==> src/rtl/gc_pkg.sv <==
package gc_pkg;
    localparam int unsigned GC_NPLANES = 4;
    localparam int unsigned GC_DW      = 8;
    localparam int unsigned GC_NREGS   = 10;
    localparam int unsigned GC_IDXW    = 4;
    localparam int unsigned GC_SELW    = $clog2(GC_NPLANES);

    localparam int unsigned IX_COLOR    = 0;
    localparam int unsigned IX_COLOR_EN = 1;
    localparam int unsigned IX_MATCH    = 2;
    localparam int unsigned IX_ROTFN    = 3;
    localparam int unsigned IX_RDSEL    = 4;
    localparam int unsigned IX_MODE     = 5;
    localparam int unsigned IX_CARE     = 7;
    localparam int unsigned IX_BITMASK  = 8;
    localparam int unsigned IX_PLANE_EN = 9;

    typedef enum logic [1:0] {FN_PASS, FN_AND, FN_OR, FN_XOR} gc_fn_e;
    typedef enum logic [1:0] {WM_HOST, WM_LATCH, WM_COLOR, WM_MASKED} gc_wmode_e;
    typedef enum logic [1:0] {ST_IDLE, ST_WRITE, ST_READ} gc_state_e;

    typedef struct packed {
        logic [GC_NPLANES-1:0] plane_en;
        logic [GC_NPLANES-1:0] color;
        logic [GC_NPLANES-1:0] color_en;
        logic [GC_NPLANES-1:0] match;
        logic [GC_NPLANES-1:0] care;
        logic [GC_DW-1:0]      bitmask;
        logic [2:0]            rot_cnt;
        gc_fn_e                fn;
        logic [GC_SELW-1:0]    rd_sel;
        gc_wmode_e             wmode;
        logic                  rd_cmp;
    } gc_cfg_t;
endpackage

==> src/rtl/gc_regfile.sv <==
module gc_regfile
    import gc_pkg::*;
#(
    parameter int unsigned NREGS = GC_NREGS,
    parameter int unsigned IDXW  = GC_IDXW,
    parameter int unsigned DW    = GC_DW
) (
    input  logic          clk,
    input  logic          rst_n,
    input  logic          idx_wr,
    input  logic          data_wr,
    input  logic [DW-1:0] wdata,
    output logic [DW-1:0] rdata,
    output gc_cfg_t       cfg
);
    logic [IDXW-1:0] idx_q;
    logic [DW-1:0]   regs_q [NREGS];

    function automatic logic [DW-1:0] reset_value(input int unsigned n);
        if (n == IX_BITMASK)  return '1;
        if (n == IX_PLANE_EN) return DW'({GC_NPLANES{1'b1}});
        return '0;
    endfunction

    always_ff @(posedge clk) begin
        if (!rst_n) begin
            idx_q <= '0;
            for (int unsigned n = 0; n < NREGS; n++) begin
                regs_q[n] <= reset_value(n);
            end
        end else begin
            if (idx_wr) begin
                idx_q <= wdata[IDXW-1:0];
            end
            if (data_wr && (int'(idx_q) < int'(NREGS))) begin
                regs_q[idx_q] <= wdata;
            end
        end
    end

    always_comb begin
        rdata = '0;
        if (int'(idx_q) < int'(NREGS)) begin
            rdata = regs_q[idx_q];
        end
    end

    always_comb begin
        cfg.plane_en = regs_q[IX_PLANE_EN][GC_NPLANES-1:0];
        cfg.color    = regs_q[IX_COLOR][GC_NPLANES-1:0];
        cfg.color_en = regs_q[IX_COLOR_EN][GC_NPLANES-1:0];
        cfg.match    = regs_q[IX_MATCH][GC_NPLANES-1:0];
        cfg.care     = regs_q[IX_CARE][GC_NPLANES-1:0];
        cfg.bitmask  = regs_q[IX_BITMASK];
        cfg.rot_cnt  = regs_q[IX_ROTFN][2:0];
        cfg.fn       = gc_fn_e'(regs_q[IX_ROTFN][4:3]);
        cfg.rd_sel   = regs_q[IX_RDSEL][GC_SELW-1:0];
        cfg.wmode    = gc_wmode_e'(regs_q[IX_MODE][1:0]);
        cfg.rd_cmp   = regs_q[IX_MODE][3];
    end
endmodule

==> src/rtl/gc_write_path.sv <==
module gc_write_path
    import gc_pkg::*;
#(
    parameter int unsigned NPLANES = GC_NPLANES,
    parameter int unsigned DW      = GC_DW
) (
    input  gc_cfg_t                cfg,
    input  logic [DW-1:0]          host_data,
    input  logic [NPLANES*DW-1:0]  latch,
    output logic [NPLANES*DW-1:0]  plane_out
);
    logic [DW-1:0] rotated;
    logic [DW-1:0] eff_mask;

    // Right rotate: the low half of the doubled byte shifted right.
    assign rotated  = DW'({host_data, host_data} >> cfg.rot_cnt);
    assign eff_mask = (cfg.wmode == WM_MASKED) ? (rotated & cfg.bitmask) : cfg.bitmask;

    for (genvar p = 0; p < NPLANES; p++) begin : g_plane
        logic [DW-1:0] lat;
        logic [DW-1:0] src;
        logic [DW-1:0] alu;

        assign lat = latch[p*DW +: DW];

        always_comb begin
            unique case (cfg.wmode)
                WM_HOST:   src = cfg.color_en[p] ? {DW{cfg.color[p]}} : rotated;
                WM_COLOR:  src = {DW{host_data[p]}};
                WM_MASKED: src = {DW{cfg.color[p]}};
                default:   src = rotated;
            endcase
        end

        always_comb begin
            unique case (cfg.fn)
                FN_AND:  alu = src & lat;
                FN_OR:   alu = src | lat;
                FN_XOR:  alu = src ^ lat;
                default: alu = src;
            endcase
        end

        assign plane_out[p*DW +: DW] = (cfg.wmode == WM_LATCH) ? lat
                                     : ((alu & eff_mask) | (lat & ~eff_mask));
    end
endmodule

==> src/rtl/gc_read_path.sv <==
module gc_read_path
    import gc_pkg::*;
#(
    parameter int unsigned NPLANES = GC_NPLANES,
    parameter int unsigned DW      = GC_DW
) (
    input  gc_cfg_t               cfg,
    input  logic [NPLANES*DW-1:0] planes,
    output logic [DW-1:0]         rd_byte
);
    logic [DW-1:0] sel_byte;
    logic [DW-1:0] cmp_byte;

    assign sel_byte = planes[cfg.rd_sel*DW +: DW];

    for (genvar b = 0; b < DW; b++) begin : g_bit
        always_comb begin
            cmp_byte[b] = 1'b1;
            for (int p = 0; p < NPLANES; p++) begin
                if (cfg.care[p] && (planes[p*DW + b] != cfg.match[p])) begin
                    cmp_byte[b] = 1'b0;
                end
            end
        end
    end

    assign rd_byte = cfg.rd_cmp ? cmp_byte : sel_byte;
endmodule

==> src/rtl/plane_gfx_datapath.sv <==
module plane_gfx_datapath
    import gc_pkg::*;
#(
    parameter int unsigned NPLANES = GC_NPLANES,
    parameter int unsigned DW      = GC_DW
) (
    input  logic                  clk,
    input  logic                  rst_n,
    input  logic                  idx_wr,
    input  logic                  data_wr,
    input  logic [DW-1:0]         bus_wdata,
    output logic [DW-1:0]         bus_rdata,
    input  logic                  host_wr,
    input  logic                  host_rd,
    input  logic [DW-1:0]         host_wdata,
    input  logic [NPLANES*DW-1:0] mem_rdata,
    output logic [NPLANES*DW-1:0] mem_wdata,
    output logic [NPLANES-1:0]    mem_we,
    output logic [DW-1:0]         host_rdata,
    output logic                  host_rvalid
);
    localparam int unsigned BUSW = NPLANES * DW;

    gc_cfg_t          cfg_w;
    logic [BUSW-1:0]  latch_q;
    logic [BUSW-1:0]  wr_bytes;
    logic [DW-1:0]    rd_byte;
    logic [BUSW-1:0]  wdata_q;
    logic [NPLANES-1:0] we_q;
    logic [DW-1:0]    rdata_q;
    logic [NPLANES-1:0] plane_en_w;
    logic             rd_accept;
    gc_state_e        state_q;
    gc_state_e        state_d;

    assign plane_en_w = cfg_w.plane_en[NPLANES-1:0];
    assign rd_accept  = host_rd && !host_wr;

    gc_regfile #(.NREGS(GC_NREGS), .IDXW(GC_IDXW), .DW(DW)) i_regs (
        .clk     (clk),
        .rst_n   (rst_n),
        .idx_wr  (idx_wr),
        .data_wr (data_wr),
        .wdata   (bus_wdata),
        .rdata   (bus_rdata),
        .cfg     (cfg_w)
    );

    gc_write_path #(.NPLANES(NPLANES), .DW(DW)) i_wpath (
        .cfg       (cfg_w),
        .host_data (host_wdata),
        .latch     (latch_q),
        .plane_out (wr_bytes)
    );

    gc_read_path #(.NPLANES(NPLANES), .DW(DW)) i_rpath (
        .cfg     (cfg_w),
        .planes  (mem_rdata),
        .rd_byte (rd_byte)
    );

    // Next-state selection: every state leaves on the same three transitions.
    always_comb begin
        state_d = ST_IDLE;
        unique case (state_q)
            ST_IDLE, ST_WRITE, ST_READ: begin
                if (host_wr)        state_d = ST_WRITE;
                else if (host_rd)   state_d = ST_READ;
                else                state_d = ST_IDLE;
            end
            default: state_d = ST_IDLE;
        endcase
    end

    always_ff @(posedge clk) begin
        if (!rst_n) state_q <= ST_IDLE;
        else        state_q <= state_d;
    end

    always_ff @(posedge clk) begin
        if (!rst_n) begin
            latch_q <= '0;
            wdata_q <= '0;
            we_q    <= '0;
            rdata_q <= '0;
        end else begin
            if (host_wr) begin
                wdata_q <= wr_bytes;
                we_q    <= plane_en_w;
            end
            if (rd_accept) begin
                latch_q <= mem_rdata;
                rdata_q <= rd_byte;
            end
        end
    end

    always_comb begin
        mem_we      = '0;
        mem_wdata   = '0;
        host_rdata  = '0;
        host_rvalid = 1'b0;
        unique case (state_q)
            ST_WRITE: begin
                mem_we    = we_q;
                mem_wdata = wdata_q;
            end
            ST_READ: begin
                host_rvalid = 1'b1;
                host_rdata  = rdata_q;
            end
            default: ;
        endcase
    end
endmodule

==> config.mk <==
export PLATFORM = sky130hd
export DESIGN_NAME = plane_gfx_datapath
export DESIGN_NICKNAME = d
export VERILOG_FILES = /design/src/rtl/gc_pkg.sv /design/src/rtl/gc_regfile.sv /design/src/rtl/gc_write_path.sv /design/src/rtl/gc_read_path.sv /design/src/rtl/plane_gfx_datapath.sv
export SDC_FILE = /design/constraint.sdc
export NUM_CORES = 1
export LEC_CHECK = 0
export BUFFER_PORTS_ARGS = -buffer_cell sky130_fd_sc_hd__buf_2
export CORE_ASPECT_RATIO = 1.5
export CORE_MARGIN = 2
export CORE_UTILIZATION = 40
export CTS_BUF_LIST = sky130_fd_sc_hd__clkbuf_16
export DETAILED_ROUTE_END_ITERATION = 7
export PLACE_DENSITY = 0.61
export SYNTH_ARGS = -nofsm -noshare
export SYNTH_HDL_FRONTEND = slang
export SYNTH_SLANG_ARGS = --single-unit
==> constraint.sdc <==
create_clock -name clk -period 7.14 [get_ports clk]
set_input_delay 0.714 -clock clk [delete_from_list [all_inputs] [get_ports clk]]
set_output_delay 0.714 -clock clk [all_outputs]
set_load 0.01 [all_outputs]
==> impl_metrics.tcl, run 1 <==
set metrics [dict create \
    outcome "finished clean" \
    gp_congestion 0.867 \
    coreArea_mm2 0.0301 \
    wire_per_inst_um 22.2 \
    async_flop_share 0 \
    ys_ff_latch 214 \
    die_h_um 217 \
    synth_cells 1111 \
    post-cts-setup-buffers 0 \
    synth_top_flop_cell "edfxtp_1" \
    finalCriticalPeriod_ns 3.81 \
    drc 0 \
    worst_clock_skew_ns 0.0201 \
    critPathMaxStageDelay_ns 1.08 \
    clock_sinks 214 \
    crit_top_cell "mux4_2" \
    wl_um 36300 \
    slew_violations 0 \
    synth.most_common_cell "edfxtp_1" \
    dp_hpwl_um 25800 \
    slew_headroom 0.195 \
    critPathBufInv 1 \
    startpoint_type "flip-flop" \
    ir_drop_mv 0.223 \
    grt_pass1_vias 9513 \
    drtAntennaViolNets 0 \
    setup_violations 0 \
    gr-total-overflow 0 \
    cts_inserted_buffers 22 \
    r2r_cells 9 \
    cts_hold_buf 0 \
    area_growth_pct 13.3 \
    critPathCaptureType "output port" \
    cts_root_buf "clkbuf_16" \
    yosysSeqAreaShare 0.458 \
    vias 9534 \
    power_density_mw_per_mm2 218 \
    drt_iter0_drc 746 \
    netlist_top_cells_count "128 x edfxtp_1, 122 x nand2_1, 100 x nor2_1, 86 x dfxtp_1, 66 x a21oi_1" \
    p_leak_nw 5.17 \
    worstHoldPathType "in2reg" \
    finalHoldViolCount 0 \
    dp.cells 1590 \
    nets 1300 \
    avgSynthCellArea_um2 10.9 \
    synth_top_area_cell "edfxtp_1" \
    critical_path_depth 4 \
    cts_max_path_buffers 3 \
    drive_gt1_frac 0.220 \
    grt_max_degree 59 \
    dr.pass1.iters 5 \
    ys_top_cells_by_area "edfxtp_1 32%, dfxtp_1 14%, mux4_2 10%, nand2_1 3.8%, ha_1 3.3%" \
    synth_edf_count 128 \
    worst-path-max-fanout 32 \
    viasPerCell 5.84 \
    cts_tree "built" \
    io_pins 107 \
    tightest_slew_ns 1.20 \
    finalSetupTns_ns 0 \
    fin_crit_sh 0.533 \
    post-synth-top-area-fraction 0.317 \
    holdPathStages 3 \
    cp_slowest_cell "dfxtp_2" \
    track_usage 0.226 \
    cts-resized-gates 0 \
    fin_cells 1633 \
    yosysWarnings 0 \
    syn_area_mm2 0.0121 \
    crit_type "reg2out" \
    clk_pin_slew_ns 0.06 \
    grt_first_pass_wirelength_um 55300 \
    cp_top_family "multiplexers" \
    antenna_found_initial 3 \
    start_util 0.404 \
    rsz0062_at_grt "no" \
    synth.distinct_cells 59 \
    dieWidth_um 146 \
    fmax_ghz 0.263 \
    insertion_delay_ns 0.54 \
    cp_cell_sequence "mux4_2 > mux4_2 > nor2b_1 > buf_2" \
    maxCapViolations 0 \
    htreeDepth 1 \
    placementRows 78 \
    die_area_mm2 0.0318 \
    worstPathRequired_ns 6.43 \
    crit_arrival_ns 3.09 \
    numPortBuffers 106 \
]
==> final timing paths <==
check | from | endpoint | slack, ns
max reg2reg | i_regs.regs_q[5][0] | wdata_q[9] | 3.78
max | flip-flop | bus_rdata[2] | 3.33
min | mem_rdata[18] | latch_q[18] | 0.45
min reg2reg | we_q[2] | we_q[2] | 0.48
==> where the power goes <==
part	total, mW	internal (mW)	switching (mW)
logic	0.435	0.191	0.244
clock network	1.11	0.606	0.508
registers	1.45	1.37	0.0765
total	3.00	2.17	0.829
==> cell usage in the layout, fill, tap and decap left out, types with 48 or more instances in the layout <==
cell type	n
edfxtp_1	128
nand2_1	122
buf_2	106
nor2_1	100
dfxtp_1	85
a21oi_1	66
mux4_2	56
and2_1	48
o21ai_0	48
conb_1	48
==> sequential cells by signal, summed over array words and instances (netlist names), named ones only <==
signal / cells
latch_q: 32
wdata_q: 32
state_q: 2
i_regs.regs_q: 128
we_q: 4
i_regs.idx_q: 4
rdata_q: 8
==> per-stage QoR <==
stage                     hold WS (ns)  power [mW]  setup WS [ns]  utilization  cell area [um^2]
after floorplan                  0.444        1.76           4.45            -             12300
after CTS                        0.437        3.02           3.22        0.458             13800
after global placement           0.476        1.90           3.80        0.435             13100
after detailed placement         0.473        1.91           3.81        0.435             13100
after global routing             0.451        3.12           3.09        0.458             13800
final                            0.452        3.00           3.33        0.458             13800
==> worst register-to-register path: stages (launching register included) <==
cell	delay (ns)
edfxtp_1	0.87
inv_2	0.26
a21oi_1	0.80
a211o_1	0.26
inv_1	0.04
ha_1	0.27
mux2_2	0.29
a22oi_1	0.17
a211oi_1	0.11
a22o_1	0.18
==> area by class of cell <==
cell class / count / area (um^2)
repair buffers: 115 / 598
fillers: 2898 / 16300
diodes: 3 / 7.51
clock buffers: 22 / 551
flip-flops and latches: 214 / 5570
clock inverters: 18 / 143
inverters: 19 / 71.3
multi-input cells: 842 / 6320
well taps: 400 / 500
==> layer usage <==
| metal | track usage | vias to the layer above | part of all wire |
|---|---|---|---|
| li1 | - | 4349 | - |
| met1 | 0.252 | 4700 | 0.36 |
| met2 | 0.407 | 373 | 0.51 |
| met3 | 0.0277 | 110 | 0.051 |
| met4 | 0.145 | 2 | 0.073 |
| met5 | 0 | - | 0.00044 |
==> kinds of logic after synthesis <==
group                      count (synthesis)  synth area share
AOI/OAI and AO/OA                        276             0.160
and+or+nand+nor                          345             0.133
adders and majority gates                 32            0.0330
other                                      1          0.000309
xor gates and xnor gates                  32            0.0231
buffers and inverters                    102            0.0358
DFF                                      214             0.458
muxes                                    109             0.156
Power figures use the tool's default switching activity.
==> run 2, diff against run 1 <==
PLACE_DENSITY = 0.63   (was 0.61)
clock period = 3.14 ns   (was 7.14 ns; I/O delays follow)
==> impl_metrics.tcl, run 2 (synthesis gave the netlist of run 1 again) <==
set metrics [dict create \
    rsz0062_at_grt "no" \
    drt_iter0_drc 689 \
    maxCapViolations 0 \
    pre_cts_slack_ns 0.251 \
    fin_ws_ns 0.143 \
    r2r_end "wdata_q[30]" \
    clk_pin_slew_ns 0.07 \
    insertion_delay_ns 0.53 \
    outcome "finished clean" \
    io_pins 107 \
    wire_per_inst_um 21.6 \
    multiInputGateArea_mm2 0.00632 \
    cts_tree "built" \
    grt_max_degree 57 \
    top_regs "i_regs.regs_q (128), latch_q (32), wdata_q (32)" \
    largest_reg_flops 128 \
    finalHoldViolCount 0 \
    finalCriticalPeriod_ns 3.00 \
    antenna_found_initial 4 \
    setup_violations 0 \
    start_util 0.404 \
    met2_length_um 18500 \
    clock_sinks 214 \
    slew_headroom 0.168 \
    dp_hpwl_um 26500 \
    track_usage 0.224 \
    regArea_mm2 0.00557 \
    wl_um 36100 \
    die_h_um 217 \
    grt_first_pass_wirelength_um 55000 \
    layout_commonest_cell "edfxtp_1" \
    reg2reg_slack_ns 0.27 \
    wl_met3_um 1920 \
    finalPower_mw 7.11 \
    fmax_ghz 0.334 \
    slew_violations 0 \
    met1_length_um 12900 \
    dr.pass1.iters 5 \
    largest-register "i_regs.regs_q" \
    cts-resized-gates 0 \
    die_area_mm2 0.0318 \
    fin_crit_sh 0.955 \
    numPortBuffers 106 \
    htreeDepth 1 \
    gr-total-overflow 0 \
    final_cell_mix "128 x edfxtp_1, 122 x nand2_1, 106 x buf_2, 100 x nor2_1, 85 x dfxtp_1" \
    crit_arrival_ns 2.68 \
    tightest_slew_ns 1.24 \
    grt_pass1_vias 9605 \
    power_density_mw_per_mm2 503 \
    drtAntennaViolNets 0 \
    drc 0 \
    worst_clock_skew_ns 0.0185 \
    r2r_cells 9 \
    startpoint_type "flip-flop" \
    n_fill_cell 2820 \
    timing.rr.start "i_regs.regs_q[3][1]" \
    post-cts-setup-buffers 0 \
    viasPerCell 5.78 \
    area_growth_pct 16.4 \
    min_to "latch_q[5]" \
    coreArea_mm2 0.0301 \
    worstPathRequired_ns 2.83 \
    cts_hold_buf 0 \
    cts_max_path_buffers 3 \
    cts_root_buf "clkbuf_16" \
    placementRows 78 \
    holdPathStages 3 \
    worstHoldPathType "in2reg" \
    worst-path-max-fanout 12 \
    hold_path_startpoint "mem_rdata[5]" \
    dr.max_layer_used "met5" \
    ir_drop_mv 0.534 \
    fin_hold_ws_ns 0.0516 \
    drive_gt1_frac 0.242 \
    vias 9634 \
    dieWidth_um 146 \
    cts_inserted_buffers 22 \
    nets 1334 \
    crit_type "reg2out" \
    p_leak_nw 5.38 \
    gp_congestion 0.922 \
    finalSetupTns_ns 0 \
    critPathCaptureType "output port" \
]
run 2: cell types whose count changed in the layout (fill, tap and decap cells not counted), sizes merged:
| cell | previous run | this run |
|---|---|---|
| buf | 115 | 149 |
| clkinvlp | 5 | 3 |
| clkinv | 9 | 11 |
| bufinv | 1 | 4 |
| inv | 22 | 19 |
run 2: routing by layer:
layer  vias up  track usage
met2       368        0.404
met3       107       0.0281
met4         4        0.150
met5         -            0
li1       4403            -
met1      4752        0.244
run 2: power breakdown:
part / internal, mW / leakage [nW] / switching (mW) / total, mW
registers: 3.13 / 1.94 / 0.148 / 3.27
logic: 0.464 / 3.07 / 0.589 / 1.05
clock network: 1.63 / 0.371 / 1.16 / 2.79
total: 5.22 / 5.38 / 1.90 / 7.11
run 2: layout make-up:
| type | instances | area share |
|---|---|---|
| multi-input cells | 842 | 0.447 |
| clock inverters | 18 | 0.0157 |
| inverters | 19 | 0.00505 |
| clock buffers | 22 | 0.0389 |
| repair buffers | 149 | 0.0630 |
| well taps | 400 | 0.0354 |
| diodes | 3 | 0.000531 |
| flip-flops and latches | 214 | 0.394 |
run 2: critical path, stage by stage (launching register included):
cell and delay, ns:
dfxtp_1 0.53, buf_12 0.21, mux4_2 0.55, mux4_2 0.48, nor2b_1 0.19, buf_2 0.18
run 2: worst max path at each step:
stage                                   start           end  slack [ns]  cells past startpoint
final                               flip-flop  bus_rdata[2]        0.14                      5
after global routing                flip-flop  bus_rdata[1]        0.09                      5
after CTS                           flip-flop  bus_rdata[1]        0.05                      5
after detailed placement  i_regs.regs_q[3][1]   wdata_q[30]        0.25                      9
after global placement    i_regs.regs_q[3][1]   wdata_q[25]        0.35                      9
after floorplan           i_regs.regs_q[5][1]   wdata_q[24]        0.54                     11
run 2: per-stage QoR:
stage          cells  utilization  instance area, um^2
4_1_cts         1664        0.470                14100
3_3_place_gp    1624        0.444                13400
3_5_place_dp    1624        0.444                13400
2_1_floorplan   1158            -                12300
5_1_grt         1666        0.470                14100
6_report        1667        0.470                14100
